### src/rtl/regif_pkg.sv
package regif_pkg;
  localparam int DW = 8;

  typedef struct packed {
    logic          wr;
    logic          dc;
    logic          ch;
    logic [DW-1:0] data;
  } regif_req_t;
endpackage

### src/rtl/regif_strobe_sync.sv
module regif_strobe_sync #(
  parameter int N      = 2,
  parameter int STAGES = 2
) (
  input  logic         clk,
  input  logic         rst_n,
  input  logic [N-1:0] raw_act,
  output logic [N-1:0] start
);
  genvar g;
  generate
    for (g = 0; g < N; g++) begin : g_lane
      logic [STAGES:0] sh;
      always_ff @(posedge clk or negedge rst_n) begin
        if (!rst_n) sh <= '0;
        else        sh <= {sh[STAGES-1:0], raw_act[g]};
      end
      assign start[g] = sh[STAGES-1] & ~sh[STAGES];

      a_r2_single_start: assert property (@(posedge clk) disable iff (!rst_n)
        start[g] |=> !start[g]);
    end
  endgenerate
endmodule

### src/rtl/regif_recovery.sv
module regif_recovery #(
  parameter int RECOVERY_CYC = 4
) (
  input  logic clk,
  input  logic rst_n,
  input  logic go,
  output logic busy
);
  localparam int CW = $clog2(RECOVERY_CYC + 1);
  logic [CW-1:0] cnt;

  always_ff @(posedge clk or negedge rst_n) begin
    if (!rst_n)          cnt <= '0;
    else if (go)         cnt <= CW'(RECOVERY_CYC);
    else if (cnt != '0)  cnt <= cnt - CW'(1);
  end
  assign busy = (cnt != '0);

  a_r9_busy_ends: assert property (@(posedge clk) disable iff (!rst_n)
    $fell(busy) |-> ($past(cnt) == CW'(1)) && !$past(go));
endmodule

### src/rtl/regif_regfile.sv
module regif_regfile
  import regif_pkg::*;
#(
  parameter int NREG = 16,
  parameter int PW   = $clog2(NREG)
) (
  input  logic          clk,
  input  logic          rst_n,
  input  logic          go,
  input  regif_req_t    req,
  input  logic          sel_dc,
  input  logic          sel_ch,
  output logic [DW-1:0] rd_data,
  output logic [PW-1:0] ptr
);
  localparam int NCH = 2;

  logic [DW-1:0] creg [NCH][NREG];
  logic [DW-1:0] dreg [NCH];
  logic [PW-1:0] ptr_q;

  always_ff @(posedge clk or negedge rst_n) begin
    if (!rst_n) begin
      ptr_q <= '0;
      for (int c = 0; c < NCH; c++) begin
        dreg[c] <= '0;
        for (int r = 0; r < NREG; r++) creg[c][r] <= '0;
      end
    end else if (go) begin
      if (req.dc) begin
        if (req.wr) dreg[req.ch] <= req.data;
      end else if (req.wr && ptr_q == '0) begin
        ptr_q <= req.data[PW-1:0];
      end else begin
        if (req.wr) creg[req.ch][ptr_q] <= req.data;
        ptr_q <= '0;
      end
    end
  end

  assign rd_data = sel_dc ? dreg[sel_ch] : creg[sel_ch][ptr_q];
  assign ptr     = ptr_q;

  a_r6_ptr_hold: assert property (@(posedge clk) disable iff (!rst_n)
    go && req.dc |=> ptr_q == $past(ptr_q));
  a_r7_ptr_load: assert property (@(posedge clk) disable iff (!rst_n)
    go && !req.dc && req.wr && ptr_q == '0 |=> ptr_q == $past(req.data[PW-1:0]));
  a_r8_ptr_clear: assert property (@(posedge clk) disable iff (!rst_n)
    go && !req.dc && !(req.wr && ptr_q == '0) |=> ptr_q == '0);
endmodule

### src/rtl/cpu_bus_regif.sv
module cpu_bus_regif
  import regif_pkg::*;
#(
  parameter int NREG         = 16,
  parameter int RECOVERY_CYC = 4,
  parameter int SYNC_STAGES  = 2
) (
  input  logic          clk,
  input  logic          rst_n,
  input  logic          cs_n,
  input  logic          rd_n,
  input  logic          wr_n,
  input  logic          dc_sel,
  input  logic          ch_sel,
  input  logic          ack_n,
  input  logic [DW-1:0] wdata,
  output logic [DW-1:0] rdata,
  output logic          rd_oe,
  output logic          acc_stb,
  output logic          acc_wr,
  output logic          acc_dc,
  output logic          acc_ch,
  output logic [3:0]    ptr,
  output logic          busy
);
  localparam int PW = $clog2(NREG);

  logic [1:0]    raw_act, edge_start;
  logic          ack_ok, go;
  regif_req_t    req;
  logic [PW-1:0] ptr_i;

  assign raw_act = {~cs_n & ~wr_n, ~cs_n & ~rd_n};

  regif_strobe_sync #(.N(2), .STAGES(SYNC_STAGES)) u_sync (
    .clk(clk), .rst_n(rst_n), .raw_act(raw_act), .start(edge_start));

  always_ff @(posedge clk or negedge rst_n) begin
    if (!rst_n) ack_ok <= 1'b0;
    else        ack_ok <= ack_n;
  end

  assign go = (|edge_start) & ack_ok & ~busy;

  always_comb begin
    req.wr   = edge_start[1] & ~edge_start[0];
    req.dc   = dc_sel;
    req.ch   = ch_sel;
    req.data = wdata;
  end

  regif_recovery #(.RECOVERY_CYC(RECOVERY_CYC)) u_recov (
    .clk(clk), .rst_n(rst_n), .go(go), .busy(busy));

  regif_regfile #(.NREG(NREG), .PW(PW)) u_rf (
    .clk(clk), .rst_n(rst_n), .go(go), .req(req),
    .sel_dc(dc_sel), .sel_ch(ch_sel), .rd_data(rdata), .ptr(ptr_i));

  always_ff @(posedge clk or negedge rst_n) begin
    if (!rst_n) begin
      acc_stb <= 1'b0;
      acc_wr  <= 1'b0;
      acc_dc  <= 1'b0;
      acc_ch  <= 1'b0;
    end else begin
      acc_stb <= go;
      if (go) begin
        acc_wr <= req.wr;
        acc_dc <= req.dc;
        acc_ch <= req.ch;
      end
    end
  end

  assign rd_oe = ~cs_n & ~rd_n;
  assign ptr   = 4'(ptr_i);

  a_r2_stb_pulse: assert property (@(posedge clk) disable iff (!rst_n)
    acc_stb |=> !acc_stb);
  a_r9_busy_with_stb: assert property (@(posedge clk) disable iff (!rst_n)
    acc_stb |-> busy);
  a_r9_no_accept_busy: assert property (@(posedge clk) disable iff (!rst_n)
    acc_stb |-> !$past(busy));
  a_r4_ack_high: assert property (@(posedge clk) disable iff (!rst_n)
    acc_stb |-> $past(ack_n, 2));
endmodule

### config.mk
export PLATFORM = sky130hd
export DESIGN_NAME = cpu_bus_regif
export DESIGN_NICKNAME = d
export VERILOG_FILES = /design/src/rtl/regif_pkg.sv /design/src/rtl/regif_strobe_sync.sv /design/src/rtl/regif_recovery.sv /design/src/rtl/regif_regfile.sv /design/src/rtl/cpu_bus_regif.sv
export SDC_FILE = /design/constraint.sdc
export NUM_CORES = 1
export LEC_CHECK = 0
export ABC_AREA = 0
export BUFFER_PORTS_ARGS = -buffer_cell sky130_fd_sc_hd__buf_2
export CELL_PAD_IN_SITES_DETAIL_PLACEMENT = 1
export CELL_PAD_IN_SITES_GLOBAL_PLACEMENT = 2
export CORE_AREA = 2 2 235 190
export DETAILED_ROUTE_END_ITERATION = 12
export DIE_AREA = 0 0 237 192
export PLACE_DENSITY_LB_ADDON = 0.1
export SLEW_MARGIN = 20
export SYNTH_ARGS = -nofsm -noshare
export SYNTH_HDL_FRONTEND = slang
export SYNTH_SLANG_ARGS = --single-unit
### constraint.sdc
create_clock -name clk -period 3.1 [get_ports clk]
set_input_delay 0.155 -clock clk [delete_from_list [all_inputs] [get_ports clk]]
set_output_delay 0.155 -clock clk [all_outputs]
set_load 0.05 [all_outputs]
* Yosys cells after proc, flatten, opt, wreduce, memory -nomap -nowiden *
Index checks and enable logic that the tools add are counted.

word-level totals
  register bits = 290
  input bits = 16
  word-level logic and storage cells = 97

operators by class
  add/sub/neg operators = 1
  order comparisons = 4
  muxes and demuxes = 21
  bitwise gates (word level) = 18
  reductions and logical operators = 10

operators with widths
  cell                   number
  $mux W128              4
  $bwmux W256            1
  $demux W128 S1         1
  $mux W8                8
  $bmux W8 S4            1
  $demux W8 S4           1
  $bwmux W16             1
  $not A1 Y1             9
  $demux W8 S1           1
  $and A1 B1 Y1          7
  $mux W3                2
  $ge A5 B5 Y1 const B   1
  $lt A5 B1 Y1 const B   1
  $not A4 Y5             1
  $logic_not A4 Y1       1
  $mux W4                1
  $reduce_and A4 Y1      1
  $logic_and A1 B1 Y1    3
  $reduce_and A3 Y1      1
  $reduce_bool A3 Y1     1
  $sub A3 B1 Y3 const B  1
  $ge A2 B2 Y1 const B   1
  $lt A2 B1 Y1 const B   1
  $not A1 Y2             1
  3 further kinds        3

* Depth between registers and ports, before layout *
Gate-level depths: netlist of run 1.

  depth after elaboration = 8
  gate-level depth with buffers = 8
  depth with buffers taken out = 7

* Modules after synthesis *
Synthesis of run 1 repeated with hierarchy kept, for this count alone.

second synthesis, totals
  cell total of the unflattened synthesis = 989
  area, all modules = 13223.9 µm²

by module, submodules not included
  module             times used  cells an instance  area each (µm²)  seq. area each (µm²)
  regif_regfile      1           951                12660.9          6906.6
  cpu_bus_regif      1           14                 207.7            125.1
  regif_recovery     1           16                 177.7            75.1
  regif_strobe_sync  1           8                  177.7            150.1

* Worst setup path after synthesis of run 1 *
Ideal clock, no wire load.

  path kind = register to register
  start = reg u_rf.ptr_q[1], in the netlist u_rf.ptr[1]
  end = reg u_rf.creg[128] (netlist bit)
  setup time = 0.125 ns
  arrival = 2.458 ns
  data required time = 2.975 ns
  slack = 0.517 ns
  stages on the path, launching flop included = 6
  path buffers = 0
  clock period less this slack = 2.583 ns
  path through = dfrtp_1 -> nor2_1 -> a2111o_4 -> nor4_4 -> nand3_2 -> mux2_2

on the way
  longest elaborated chain between the ends = 8

ends and longest elaborated chain
  what                                                                       RTL line             RTL
  start, declared                                                            regif_regfile.sv:20  logic [PW-1:0] ptr_q;
  start signal, assigned                                                     regif_regfile.sv:33  ptr_q <= req.data[PW-1:0];
  $not A4 Y5 (implied by the code)                                           regif_regfile.sv:35  if (req.wr) creg[req.ch][ptr_q] <= req.data;
  $ge A5 B5 Y1 (implied by the code) / $lt A5 B1 Y1 (equally long branches)  regif_regfile.sv:35
  $logic_and A1 B1 Y1 (implied by the code)                                  regif_regfile.sv:35
  $mux W8 (implied by the code)                                              regif_regfile.sv:35
  $demux W8 S4                                                               regif_regfile.sv:35
  $mux W128 (implied by the code)                                            regif_regfile.sv:35
  $demux W128 S1                                                             regif_regfile.sv:35
  $bwmux W256                                                                regif_regfile.sv:35
  end signal, assigned by index                                              regif_regfile.sv:35
  end, declared                                                              regif_regfile.sv:18  logic [DW-1:0] creg [NCH][NREG];

Parallel ways exist; a longest one is shown, timed or not.
A chain may end at the register's enable or synchronous reset.

* Worst setup path after layout of run 1 *
  start = reg u_rf.ptr_q[0], in the netlist u_rf.ptr[0]
  end = out rdata[4]

on the way
  longest elaborated chain between the ends = 5

ends and longest elaborated chain
  what                                         RTL line             RTL
  $not A4 Y5 (implied by the code)             regif_regfile.sv:41  assign rd_data = sel_dc ? dreg[sel_ch] : creg[sel_ch][ptr_q];
  $bmux W8 S4                                  regif_regfile.sv:41
  $mux W8 (implied by the code) (2 in series)  regif_regfile.sv:41
  $mux W8                                      regif_regfile.sv:41
  end, declared                                cpu_bus_regif.sv:17  output logic [DW-1:0] rdata,

Every way passes these cells. The select of a mux whose other input is x is not followed.

==> metrics.txt, run 1 <==
outcome complete, no violations; Slew Viols, Final 0; CTS tree built; Initial DRT Pass Iterations 4; CP Data Required Time 2.94 ns; First DRT Iteration DRCs 319; VDD IR-drop max between 0.2 and 0.3 mV; flops & latches, synth 290; CP delay by family, top buffers and inverters; Synth Instances 983; CP Max Fanout 17; global-route wire length before repair 58.9 mm; Root Driver clkbuf_16; Setup crit start kind register; Top cell by count, worst path buf_4; P_leak 7.68 nW; Max-Cap Viols 0; Max Freq roughly 340 MHz; DRC errors left 0; CTS HTree Levels 2; crit path kind register to output port; synthesized area per cell 13.5 um2; largest net degree at the start of global routing a little under 80; Seq/Total Area, Yosys 54.8%; Post-Syn Area 13,200 um2; CP max stage delay roughly 0.46 ns; via count 8,099; crit path DAT 2.82 ns; crit-path cells buf_4, nand2_1, buf_4, o22ai_1, o21ai_1, buf_4, nand4_1, o21a_1, buf_2; die width 237 um; CTS Buf Count 34; Setup crit end kind output port; Sink Count 290; Total GRT Usage 17.7%; initial core utilization 30.8%; final period utilization 95.9%; worst r2r path cells 5; Rows a little under 70; commonest cells after routing, fill and taps aside 288 x dfrtp_1, 251 x mux2_2, 137 x mux2i_1, 64 x o22ai_1, 43 x buf_4; routability cong. roughly 0.76; Max-slew headroom 34.8%; post-route clock skew ~0.013 ns; Post-DP HPWL roughly 26 mm; Area Overhead vs Synth 17.1%; Net Count, Synth 1,001; worst slew pin tran a little under 1 ns; grt ovf 0; final-report hold violation count 0; leading cell type in the layout, fill and taps excluded dfrtp_1; initial antenna violation count 0; Buf+Inv Stages, Crit Path 4; Max clock buf depth 3; hold_ws 0.224 ns; library cells used by synthesis 32; Vias per Instance around 5.0; CORE AREA 43,000 um2; die area 45,500 um2; total negative slack 0 ns; final worst path period need 2.97 ns; RSZ-0062 raised after global routing false; share of cells above drive strength 1 between 40% and 50%; Nets 1,044; clock transition at the registers of the reported paths around 0.060 ns; IO buf count 33; Setup violations, final 0; worst hold path class input port to async pin; Crit-path slowest cell dfrtp_2; Cell Pwr Density 606 nW/um2; die height 192 um; I/O pin count 34; Crit. path cell count 9; vias in the first global route 8,479; worst skew pair latency 0.53 ns; final wirelength 39.3 mm; Ys Warns 0; mean routed wirelength per cell 24.5 um; Antenna Nets Post-Route 0
## flip-flops by register name, indices dropped and copies added, names as in the netlist
signal	flops
acc_ch	1
acc_dc	1
acc_stb	1
acc_wr	1
ack_ok	1
u_recov.cnt	3
u_rf.creg	256
u_rf.dreg	16
u_rf.ptr	4
u_sync.g_lane.sh	6
## synthesized netlist by cell type
cell | instances | area share, %
a2111o_4 | 1 | 0.16
a21oi_1 | 2 | 0.076
and2_0 | 1 | 0.047
and4_1 | 1 | 0.066
and4b_1 | 1 | 0.076
buf_1 | 8 | 0.23
buf_2 | 3 | 0.11
clkbuf_1 | 74 | 2.1
dfrtp_1 | 290 | 55
ha_1 | 2 | 0.19
inv_1 | 9 | 0.25
mux2_1 | 8 | 0.68
mux2_2 | 251 | 21
mux2i_1 | 137 | 10
nand2_1 | 15 | 0.42
nand2_2 | 21 | 0.99
nand2b_1 | 6 | 0.28
nand3_1 | 4 | 0.15
nand3_2 | 6 | 0.45
nand4_1 | 8 | 0.38
nand4_2 | 1 | 0.094
nor2_1 | 5 | 0.14
nor2_2 | 1 | 0.047
nor2b_1 | 7 | 0.33
nor3_2 | 2 | 0.15
nor4_4 | 6 | 0.96
o21a_1 | 9 | 0.51
o21ai_0 | 34 | 1.3
o22ai_1 | 64 | 3.0
o31ai_1 | 4 | 0.23
or2_2 | 1 | 0.047
or3_1 | 1 | 0.047
## through the flow
step,cell area [um2],total power [W],worst slack (ns),util (%),std cells
6_report,15500,0.00941,0.128,36.1,1608
3_5_place_dp,14300,0.00540,0.389,33.3,1544
4_1_cts,15500,0.00956,0.0739,36.1,1607
3_3_place_gp,14300,0.00538,0.365,33.3,1544
2_1_floorplan,13200,0.00483,0.517,-,983
5_1_grt,15500,0.00984,0.0135,36.1,1607
## cells by family (layout without fill, tap and decap cells)
kind of cell,after synthesis,in the layout,synth area share (%)
mux,396,396,32.4
flops,290,290,54.8
compound gates,114,114,5.28
buf+inv,94,158,2.69
simple gates,87,87,4.69
fa+ha+maj,2,2,0.189
other cells,0,1,0
## power breakdown
group | internal (W) | leakage, nW | switching, W
Combinational | 0.000412 | 3.11 | 0.000964
Sequential | 0.00389 | 4.02 | 0.0000667
Clock | 0.00247 | 0.545 | 0.00160
## per-layer routing
metal	vias up	wire, um	global-route usage, %	share of wire, %
met4	0	657	4.21	1.7
met2	102	16300	25.3	41
li1	3659	-	-	-
met3	41	1410	2.73	3.6
met1	4297	21000	27.5	53
met5	-	0	0	0
## final timing paths
path	startpoint	to	slack [ns]
max	u_rf.ptr[0]	rdata[4]	0.13
min	rst_n	u_recov.cnt[1]	0.22
max reg2reg	u_sync.g_lane[1].sh[2]	u_rf.creg[80]	0.60
min reg2reg	u_sync.g_lane[0].sh[0]	u_sync.g_lane[0].sh[1]	0.35
max in group asynchronous	rst_n	u_rf.creg[111]	2.01
min in group clk	wdata[0]	u_rf.ptr[0]	0.25
## area by class of cell
| type | instances | area (um2) |
|---|---|---|
| Timing Repair Buffer | 92 | 758 |
| Clock inverter | 6 | 85.1 |
| Clock buffer | 51 | 1040 |
| Sequential cell | 290 | 7260 |
| Antenna cell | 1 | 2.50 |
| Fill cell | 4461 | 27500 |
| Multi-Input combinational cell | 599 | 5640 |
| Inverter | 9 | 33.8 |
| Tap cell | 560 | 701 |
## repair_timing
item | CTS | global route
gates resized for setup | 1 | 4
hold buffers | 6 | 0
setup endpoints to repair | 1 | 6
endpoints found under the hold margin | 70 | 0
pin swaps | 0 | 1
gates cloned | 0 | 0
setup buffers | 0 | 0
## worst reg2reg max path: cells and delay by family (launching register included)
kind | cells | cell delay, ns
muxes | 1 | 0.36
and+or+nand+nor | 3 | 1.05
AOI/OAI and AO/OA | 1 | 0.61
DFF | 1 | 0.37
Power figures use the tool's default switching activity.
==> run 2, diff against run 1 <==
RECOVER_POWER = 25   (was default)
==> run 2 against run 1 <==
  * Worst hold slack improved by 0.037 ns
  * The flow now finishes with violations (max-capacitance violations, max-slew violations)
  * Global-route usage unchanged
  * Highest routed layer unchanged
  * Critical endpoint unchanged
  * Register-to-register slack about the same
  * Flip-flop and latch count unchanged
  * Die area unchanged
  * Wire length about the same
  * Critical path depth unchanged
==> metrics.txt, run 2 (synthesis gave the netlist of run 1 again) <==
outcome complete, but fails checks; I/O pin count 34 (unchanged); worst setup margin 0.116 ns (-0.0124 ns); final period utilization 96.3% (+0.40 points); via count 8,115 (+0.20%); CP delay by family, top buffers and inverters; vias in the first global route 8,479 (unchanged); worst skew pair latency 0.53 ns (about the same); die width 237 um (unchanged); Top Layer Used met4; largest net degree at the start of global routing 78 (unchanged); Max clock buf depth 3 (unchanged); Crit-path slowest cell dfrtp_2; clock transition at the registers of the reported paths 0.06 ns (about the same); length of routed met2 wiring 16.3 mm (+0.27%); Placed Cells 1,544 (unchanged); Sink Count 290 (unchanged); leading cell type in the layout, fill and taps excluded dfrtp_1; Top reg by flops u_rf.creg; Final Non-Filler Cells 1,607 (-0.062%); First DRT Iteration DRCs 338 (+6.0%); worst hold path class input port to register; Cell Pwr Density 607 nW/um2 (about the same); initial core utilization 30.8% (unchanged); CTS tree built; post-route clock skew 0.0127 ns (+0.000106 ns); Setup crit end kind output port; VDD IR-drop max 0.265 mV (about the same); die area 45,500 um2 (unchanged); fin area 15,500 um2 (about the same); met3 routed WL 1.39 mm (-2.1%); final worst path period need 2.98 ns (+0.0124 ns); Total GRT Usage 17.7% (unchanged); CP Max Fanout 17 (unchanged); Max-Cap Viols 1 (+1); CP max stage delay 0.46 ns (about the same); Slew Viols, Final 68 (+68); crit path DAT 2.83 ns (about the same); Setup crit start kind register; biggest regs u_rf.creg: 256 flops, u_rf.dreg: 16 flops, u_sync.g_lane.sh: 6 flops; P_leak 7.68 nW (about the same); Antenna Nets Post-Route 0 (unchanged); post-CTS setup buffers 0 (unchanged); DRC errors left 0 (unchanged); placed cell area 14,300 um2 (unchanged); Rows 68 (unchanged); violated checks max-capacitance violations, max-slew violations; final-report hold violation count 0 (unchanged); CP Data Required Time 2.94 ns (about the same); Nets 1,044 (unchanged); share of cells above drive strength 1 40.8% (unchanged); commonest cells after routing, fill and taps aside 288 x dfrtp_1, 251 x mux2_2, 137 x mux2i_1, 64 x o22ai_1, 43 x buf_4; wl on met1 21.0 mm (about the same); grt ovf 0 (unchanged); Root Driver clkbuf_16; worst slew pin tran 2.07 ns (+1.09 ns); CTS Buf Count 34 (unchanged); hold_ws 0.261 ns (+0.0370 ns); Place WS 0.389 ns (unchanged); CORE AREA 43,000 um2 (unchanged); Top cell by count, worst path buf_4; Max Freq 335 MHz (-0.42%); mean routed wirelength per cell 24.5 um (about the same); Initial DRT Pass Iterations 4 (unchanged); Setup violations, final 0 (unchanged); die height 192 um (unchanged); CTS HTree Levels 2 (unchanged); Area Overhead vs Synth 17.0% (about the same); crit path kind register to output port; Buf+Inv Stages, Crit Path 4 (unchanged); total negative slack 0 ns (unchanged); RSZ-0062 raised after global routing false; crit-path cells buf_4, nand2_1, buf_4, o22ai_1, o21ai_1, buf_4, nand4_1, o21a_1, buf_2; antenna diode count 0 (-1); Max-slew headroom -37.9% (-73 points); Vias per Instance 5.05 (+0.26%); routability cong. 0.758 (unchanged); Post-DP HPWL 25.7 mm (unchanged); final wirelength 39.3 mm (about the same); IO buf count 33 (unchanged); initial antenna violation count 0 (unchanged); global-route wire length before repair 58.9 mm (unchanged); Largest register FFs 256 (unchanged)
-- run 2: worst reg2reg max path, cell delays in order, from the launching register on --
cell	delay (ns)
dfrtp_1	0.37
nand2b_1	0.21
a2111o_4	0.61
nor4_4	0.43
nand3_2	0.36
mux2_2	0.39
-- run 2: power breakdown --
group          switching (W)  internal (W)  total [W]
Sequential         0.0000671       0.00389    0.00396
Combinational       0.000965      0.000412    0.00138
Clock                0.00160       0.00247    0.00407
Total                0.00263       0.00677    0.00940
-- run 2: metrics by stage --
step / total power [W] / util, %
2_1_floorplan: 0.00483 / -
4_1_cts: 0.00956 / 36.1
3_3_place_gp: 0.00538 / 33.3
3_5_place_dp: 0.00540 / 33.3
5_1_grt: 0.00984 / 36.1
6_report: 0.00940 / 36.1
-- run 2: timing repair --
action,4_1_cts,5_1_grt
endpoints found under the setup margin,1,6
pin swaps,0,1
hold endpoints to repair,70,0
gates resized for setup,1,4
hold buffers,6,0
-- run 2: layer usage --
metal | up-vias | track usage [%]
li1 | 3667 | -
met1 | 4305 | 27.5
met2 | 102 | 25.3
met3 | 41 | 2.73
met4 | 0 | 4.21
met5 | - | 0
-- run 2: final timing paths --
kind	end	from	cells after the start	slack (ns)
worst max register to register	u_rf.creg[130]	u_sync.g_lane[1].sh[2]	5	0.60
worst min register to register	u_sync.g_lane[0].sh[1]	u_sync.g_lane[0].sh[0]	0	0.35
max in group asynchronous	u_rf.ptr[0]	rst_n	2	0.96
worst max-delay path	rdata[4]	u_rf.ptr[0]	9	0.12
worst min-delay path	u_rf.ptr[0]	wdata[0]	3	0.26
min in group asynchronous	u_recov.cnt[1]	rst_n	2	0.75
-- run 2: final cells by class --
class | count | area [um2]
Inverter | 9 | 33.8
Clock buffer | 51 | 1040
Multi-Input combinational cell | 599 | 5640
Tap cell | 560 | 701
Clock inverter | 6 | 85.1
Timing Repair Buffer | 92 | 748
Sequential cell | 290 | 7260
Fill cell | 4463 | 27500
